`src/rtl/msit_pkg.sv`:
```
package msit_pkg;
   // register select
   typedef enum logic {
      MSIT_REG_CTRL = 1'b0,
      MSIT_REG_STAT = 1'b1
   } msit_reg_e;

   // status register bit positions
   localparam int unsigned MSIT_STAT_FLAG = 0;
   localparam int unsigned MSIT_STAT_EN   = 1;

   // prescaler output rate: two ticks per millisecond
   localparam int unsigned MSIT_TICKS_PER_SEC = 2000;
endpackage

```
`src/rtl/msit_prescaler.sv`:
```
module msit_prescaler #(
   parameter int unsigned HALF_CYC = 4
) (
   input  logic clk,
   input  logic rst_n,
   input  logic restart,
   output logic tick
);
   localparam int unsigned CW = (HALF_CYC > 1) ? $clog2(HALF_CYC) : 1;

   generate
      if (HALF_CYC == 1) begin : g_direct
         // every clock is a half-millisecond tick
         assign tick = !restart;
      end else begin : g_count
         localparam logic [CW-1:0] LAST = CW'(HALF_CYC - 1);
         logic [CW-1:0] cnt_q;

         always_ff @(posedge clk or negedge rst_n) begin
            if (!rst_n)              cnt_q <= '0;
            else if (restart)        cnt_q <= '0;
            else if (cnt_q == LAST)  cnt_q <= '0;
            else                     cnt_q <= cnt_q + 1'b1;
         end

         assign tick = (cnt_q == LAST) && !restart;
      end
   endgenerate
endmodule

```
`src/rtl/msit_countdown.sv`:
```
module msit_countdown #(
   parameter int unsigned CNT_W = 6
) (
   input  logic             clk,
   input  logic             rst_n,
   input  logic             load,
   input  logic [CNT_W-1:0] load_cnt,
   input  logic             stop,
   input  logic             cyclic,
   input  logic             idle,
   input  logic             tick,
   output logic             running,
   output logic             wave_o,
   output logic             expire
);
   // remaining half-millisecond ticks, up to twice the count
   localparam int unsigned REM_W = CNT_W + 1;
   localparam logic [REM_W-1:0] REM_ONE = REM_W'(1);

   logic [REM_W-1:0] rem_q;
   logic [CNT_W-1:0] n_q;
   logic             wave_q;
   logic             run_q;
   logic             at_end;
   logic             at_half;

   assign at_end  = (rem_q == REM_ONE);
   assign at_half = (rem_q == ({1'b0, n_q} + REM_ONE));
   assign expire  = run_q && tick && at_end && !load && !stop;

   always_ff @(posedge clk or negedge rst_n) begin
      if (!rst_n) begin
         run_q  <= 1'b0;
         rem_q  <= '0;
         n_q    <= '0;
         wave_q <= 1'b0;
      end else if (load) begin
         run_q  <= 1'b1;
         n_q    <= load_cnt;
         rem_q  <= {load_cnt, 1'b0};
         wave_q <= 1'b1;
      end else if (stop) begin
         run_q  <= 1'b0;
         wave_q <= 1'b0;
      end else if (run_q && tick) begin
         if (at_end) begin
            if (cyclic) begin
               rem_q  <= {n_q, 1'b0};
               wave_q <= 1'b1;
            end else begin
               run_q  <= 1'b0;
               wave_q <= 1'b0;
            end
         end else begin
            rem_q <= rem_q - REM_ONE;
            if (at_half) wave_q <= 1'b0;
         end
      end
   end

   assign running = run_q;
   assign wave_o  = run_q ? wave_q : idle;
endmodule

```
`src/rtl/msit_irq.sv`:
```
module msit_irq (
   input  logic clk,
   input  logic rst_n,
   input  logic expire,
   input  logic stat_wr,
   input  logic clr_bit,
   input  logic en_bit,
   output logic flag,
   output logic en_q,
   output logic irq_o
);
   always_ff @(posedge clk or negedge rst_n) begin
      if (!rst_n) begin
         flag <= 1'b0;
         en_q <= 1'b0;
      end else begin
         // a fresh expiry outranks a simultaneous clear
         if (expire)                  flag <= 1'b1;
         else if (stat_wr && clr_bit) flag <= 1'b0;
         if (stat_wr)                 en_q <= en_bit;
      end
   end

   assign irq_o = flag & en_q;
endmodule

```
`src/rtl/ms_interval_timer.sv`:
```
module ms_interval_timer #(
   parameter int unsigned CLK_HZ = 50_000_000,
   parameter int unsigned CNT_W  = 6
) (
   input  logic               clk,
   input  logic               rst_n,
   input  logic               reg_wr,
   input  logic               reg_addr,
   input  logic [CNT_W+1:0]   reg_wdata,
   output logic [CNT_W+1:0]   rd_data,
   output logic               wave_o,
   output logic               irq_o
);
   import msit_pkg::*;

   localparam int unsigned REG_W    = CNT_W + 2;
   localparam int unsigned HALF_CYC = CLK_HZ / MSIT_TICKS_PER_SEC;

   generate
      if (CNT_W < 1 || CNT_W > 16) begin : g_bad_width
         $error("ms_interval_timer: CNT_W must lie in 1..16");
      end
      if (CLK_HZ < MSIT_TICKS_PER_SEC || (CLK_HZ % MSIT_TICKS_PER_SEC) != 0) begin : g_bad_clk
         $error("ms_interval_timer: CLK_HZ must be a multiple of 2000");
      end
   endgenerate

   logic [CNT_W-1:0] count_q;
   logic             mode_q;
   logic             idle_q;
   logic             ctrl_wr;
   logic             stat_wr;
   logic             start;
   logic             stop;
   logic             tick;
   logic             running;
   logic             expire;
   logic             flag;
   logic             en_q;

   assign ctrl_wr = reg_wr && (msit_reg_e'(reg_addr) == MSIT_REG_CTRL);
   assign stat_wr = reg_wr && (msit_reg_e'(reg_addr) == MSIT_REG_STAT);
   assign start   = ctrl_wr && (reg_wdata[CNT_W-1:0] != '0);
   assign stop    = ctrl_wr && (reg_wdata[CNT_W-1:0] == '0);

   always_ff @(posedge clk or negedge rst_n) begin
      if (!rst_n) begin
         count_q <= '0;
         mode_q  <= 1'b0;
         idle_q  <= 1'b0;
      end else if (ctrl_wr) begin
         count_q <= reg_wdata[CNT_W-1:0];
         mode_q  <= reg_wdata[CNT_W];
         idle_q  <= reg_wdata[CNT_W+1];
      end
   end

   msit_prescaler #(.HALF_CYC(HALF_CYC)) u_presc (
      .clk     (clk),
      .rst_n   (rst_n),
      .restart (start),
      .tick    (tick)
   );

   msit_countdown #(.CNT_W(CNT_W)) u_cd (
      .clk      (clk),
      .rst_n    (rst_n),
      .load     (start),
      .load_cnt (reg_wdata[CNT_W-1:0]),
      .stop     (stop),
      .cyclic   (mode_q),
      .idle     (idle_q),
      .tick     (tick),
      .running  (running),
      .wave_o   (wave_o),
      .expire   (expire)
   );

   msit_irq u_irq (
      .clk     (clk),
      .rst_n   (rst_n),
      .expire  (expire),
      .stat_wr (stat_wr),
      .clr_bit (reg_wdata[MSIT_STAT_FLAG]),
      .en_bit  (reg_wdata[MSIT_STAT_EN]),
      .flag    (flag),
      .en_q    (en_q),
      .irq_o   (irq_o)
   );

   always_comb begin
      rd_data = '0;
      if (msit_reg_e'(reg_addr) == MSIT_REG_CTRL) begin
         rd_data = {idle_q, mode_q, count_q};
      end else begin
         rd_data[MSIT_STAT_FLAG] = flag;
         rd_data[MSIT_STAT_EN]   = en_q;
      end
   end
endmodule

```
`config.mk`:
```
export PLATFORM = sky130hd
export DESIGN_NAME = ms_interval_timer
export DESIGN_NICKNAME = d
export VERILOG_FILES = /design/src/rtl/msit_pkg.sv /design/src/rtl/msit_prescaler.sv /design/src/rtl/msit_countdown.sv /design/src/rtl/msit_irq.sv /design/src/rtl/ms_interval_timer.sv
export SDC_FILE = /design/constraint.sdc
export NUM_CORES = 1
export LEC_CHECK = 0
export BUFFER_PORTS_ARGS = -buffer_cell sky130_fd_sc_hd__buf_4
export CORE_MARGIN = 5
export CORE_UTILIZATION = 35
export DETAILED_ROUTE_END_ITERATION = 10
export GPL_TIMING_DRIVEN = 0
export PLACE_DENSITY = 0.5
export SYNTH_ARGS = -nofsm -noshare
export SYNTH_HDL_FRONTEND = slang
export SYNTH_SLANG_ARGS = --single-unit
```
`constraint.sdc`:
```
create_clock -name clk -period 3.1 [get_ports clk]
set_clock_uncertainty 0.2 [all_clocks]
set_input_delay 0.93 -clock clk [delete_from_list [all_inputs] [get_ports clk]]
set_output_delay 0.93 -clock clk [all_outputs]
set_load 0.02 [all_outputs]
```
==> impl_results.md <==
* Initial antenna violation count at 0
* Clock transition at path regs at 0.08 ns
* Layout Utilization at 0.414
* Area Overhead vs Synth at 14.3%
* Clock power share at 0.266
* Die H at 91.3 µm
* Antenna cells at 0
* Largest net degree at the start of global routing at a little over 40
* Worst IR Drop VDD at approximately 0.33 mV
* FP Rows at 29
* Via Count at 1872
* Fin area at 2640 µm²
* Gate Count Post-Synth at ~260
* Root buffer cell: clkbuf_8
* Initial DRC Count at 102
* Worst slew pin tran at 0.889 ns
* Top post-synthesis cells by area: dfrtp_1 (43%), nand2_1 (7.1%), nor2_1 (4.5%)
* Antenna violation net count after detailed routing at 0
* Final setup fails at 0
* Post-synthesis net count at approximately 280
* CTS tree: done
* GP Congestion at 0.840
* Vias per cell at 5.11
* Internal power at 0.867 mW
* FFs w/ async S/R, synth at 1.00
* Post-Syn Area per Cell at 8.83 µm²
* WHS at 0.277 ns
* Combinational share of power at 0.233
* Largest area contributor in the netlist: dfrtp_1
* Fin crit period at 2.86 ns
* Clock Sinks at 40
* Worst-path fanout max at 8
* RSZ-0062 raised after global routing: false
* Sequential area share after synthesis at 0.433
* DRC Markers at 0
* Pwr dens at 484 nW/µm²
* Cells after DPL at 360
* Fin. Hold Viols at 0
* Unique masters post-synth at 47
* Worst-skew pair later-pin latency at 0.29 ns
* DRT Pass-1 Iters at 4
* Signal arrival time at the worst endpoint at 2.84 ns
* Vias in the first global route at approximately 1800
* HP Class: flip-flop to flip-flop
* Outcome: finished, final reports clean
* Worst-case clock buffer depth at 2
* Nets at 305
* Port bufs at 21
* Per-cell routed wire length at between 15 and 20 µm
* Fin cells at about 370
* GRT overflow at 0
* FF+latch count, synth at 40
* DRT Wirelength at 5570 µm
* Maximum clock rate at 349 MHz
* Post-DP HPWL at 4100 µm
* Post-synth EDFFs at 0
* Area after DPL at 2570 µm²
* Layout cell share with drive strength beyond 1 at 0.149
* H-tree level count at 2
* Worst setup path class: flip-flop to flip-flop
* Synth top area share at 0.433
* Post-Syn Area at around 2300 µm²
* Slew headroom at 0.403
* Switching Share at 0.323
* Switching Power at 0.413 mW
* Initial core utilization at 0.362
* DIE AREA at about 8300 µm²
* Max Slew Vio Count at 0
* WP data required at roughly 3.1 ns
* Placeable Area at 6390 µm²
* Total GRT Usage at 0.137
* Synth Flop Type: dfrtp_1
* Inserted Clock Buffers at 5
* Final setup TNS at 0 ns
* Crit end category: flip-flop
* First-pass GRT wire length at 9270 µm
* CP startpoint kind: flip-flop
* Leak at around 1.2 nW
* Final period util at 0.924
* Die X-Extent at roughly 91 µm
* Max Cap Violations at 0
* Seq pwr share at 0.501
* Ports at 22
* Ys Warns at 0
==> cell usage in the layout, fill, tap and decap left out, types with 4 or more instances in the layout <==
master | netlist | final
nand2b_1 | 4 | 4
nand2_1 | 44 | 44
nor2b_1 | 7 | 7
nor2_1 | 28 | 28
clkbuf_1 | 6 | 5
xor2_1 | 8 | 8
dfrtp_1 | 40 | 40
buf_4 | 0 | 21
mux2_2 | 5 | 5
inv_1 | 6 | 6
clkbuf_8 | 1 | 6
o21ai_0 | 5 | 5
xnor2_1 | 11 | 11
nor4_1 | 4 | 4
nand3_1 | 14 | 14
a21oi_1 | 8 | 8
ha_1 | 4 | 4
nor3_1 | 16 | 16
a31oi_1 | 4 | 4
==> metal layers <==
metal	part of all wire	wire, µm	track usage	vias to the layer above
li1	-	-	-	962
met1	0.51	2810	0.191	866
met2	0.45	2480	0.215	38
met3	0.036	201	0.0289	6
met4	0.013	70	0.0403	0
met5	0	0	0	-
==> layout make-up <==
type	count	area, µm²
plain buffers	10	65.1
clock buffers	5	68.8
clock inverters	2	12.5
fillers	660	3740
inverters	6	22.5
multi-input cells	205	1220
flip-flops and latches	40	1000
well taps	77	96.3
repair buffers	21	158
==> worst paths after layout <==
path                                           from                        to  slack, ns  depth (start not counted)
setup / recovery           u_presc.g_count.cnt_q[0]             u_cd.rem_q[5]       0.24                          6
hold / removal                           count_q[4]                count_q[4]       0.28                          2
setup reg to reg           u_presc.g_count.cnt_q[0]             u_cd.rem_q[5]       0.24                          6
hold reg to reg                          count_q[4]                count_q[4]       0.28                          2
max in group asynchronous                     rst_n             u_cd.rem_q[0]       1.92                          1
min in group asynchronous                     rst_n  u_presc.g_count.cnt_q[6]       0.41                          1
==> cells by family (layout without fill, tap and decap cells) <==
| logic type | Yosys count | after routing | synth area share |
|---|---|---|---|
| AND/OR/NAND/NOR | 136 | 136 | 0.284 |
| flip-flops | 40 | 40 | 0.433 |
| AO/OA/AOI/OAI | 37 | 37 | 0.107 |
| XOR/XNOR | 19 | 19 | 0.0720 |
| buffers and inverters | 17 | 44 | 0.0395 |
| multiplexers | 9 | 9 | 0.0438 |
| adder cells (fa/ha/maj) | 4 | 4 | 0.0216 |
==> cell usage after synthesis, types with 3 or more instances <==
library cell,number
mux2_2,5
a31oi_1,4
nor3_1,16
nand3_1,14
and3_1,3
xnor2_1,11
ha_1,4
o21ai_0,5
nand2b_1,4
or3_1,3
a21oi_1,8
mux2i_1,3
clkbuf_1,6
xor2_1,8
nand2_1,44
nor2b_1,7
dfrtp_1,40
nand4_1,3
inv_1,6
o21a_1,3
nor2_1,28
nor4_1,4
==> timing repair <==
action / CTS / global route
hold buffers: 0 / 0
setup buffers: 0 / 0
endpoints found under the setup margin: 0 / 2
gates resized for setup: 0 / 0
==> registers in the layout, summed over array words and instances (netlist names) <==
signal                 cells
u_cd.wave_q                1
u_presc.g_count.cnt_q     15
u_cd.n_q                   6
count_q                    6
u_irq.en_q                 1
mode_q                     1
u_cd.running               1
idle_q                     1
u_cd.rem_q                 7
u_irq.flag                 1
==> stage by stage <==
stage	power, mW	setup WS (ns)
final	1.28	0.236
after global routing	1.36	0.0783
after CTS	1.29	0.0143
after detailed placement	0.951	0.0172
after global placement	0.949	-0.0135
after floorplan	0.849	0.353
==> worst max-delay path, cell delays in order (launching register included) <==
cell,delay (ns)
dfrtp_1,0.42
ha_1,0.29
and4bb_2,0.25
nand4_1,0.31
nor3_1,0.80
nor2_1,0.13
a221oi_1,0.34
==> power groups by stage <==
stage / logic, mW / registers (mW) / clock network, mW
after floorplan: 0.215 / 0.634 / 0
after global placement: 0.298 / 0.652 / 0
after detailed placement: 0.300 / 0.651 / 0
after CTS: 0.301 / 0.641 / 0.353
after global routing: 0.333 / 0.651 / 0.374
final: 0.298 / 0.642 / 0.341
Power figures use the tool's default switching activity.
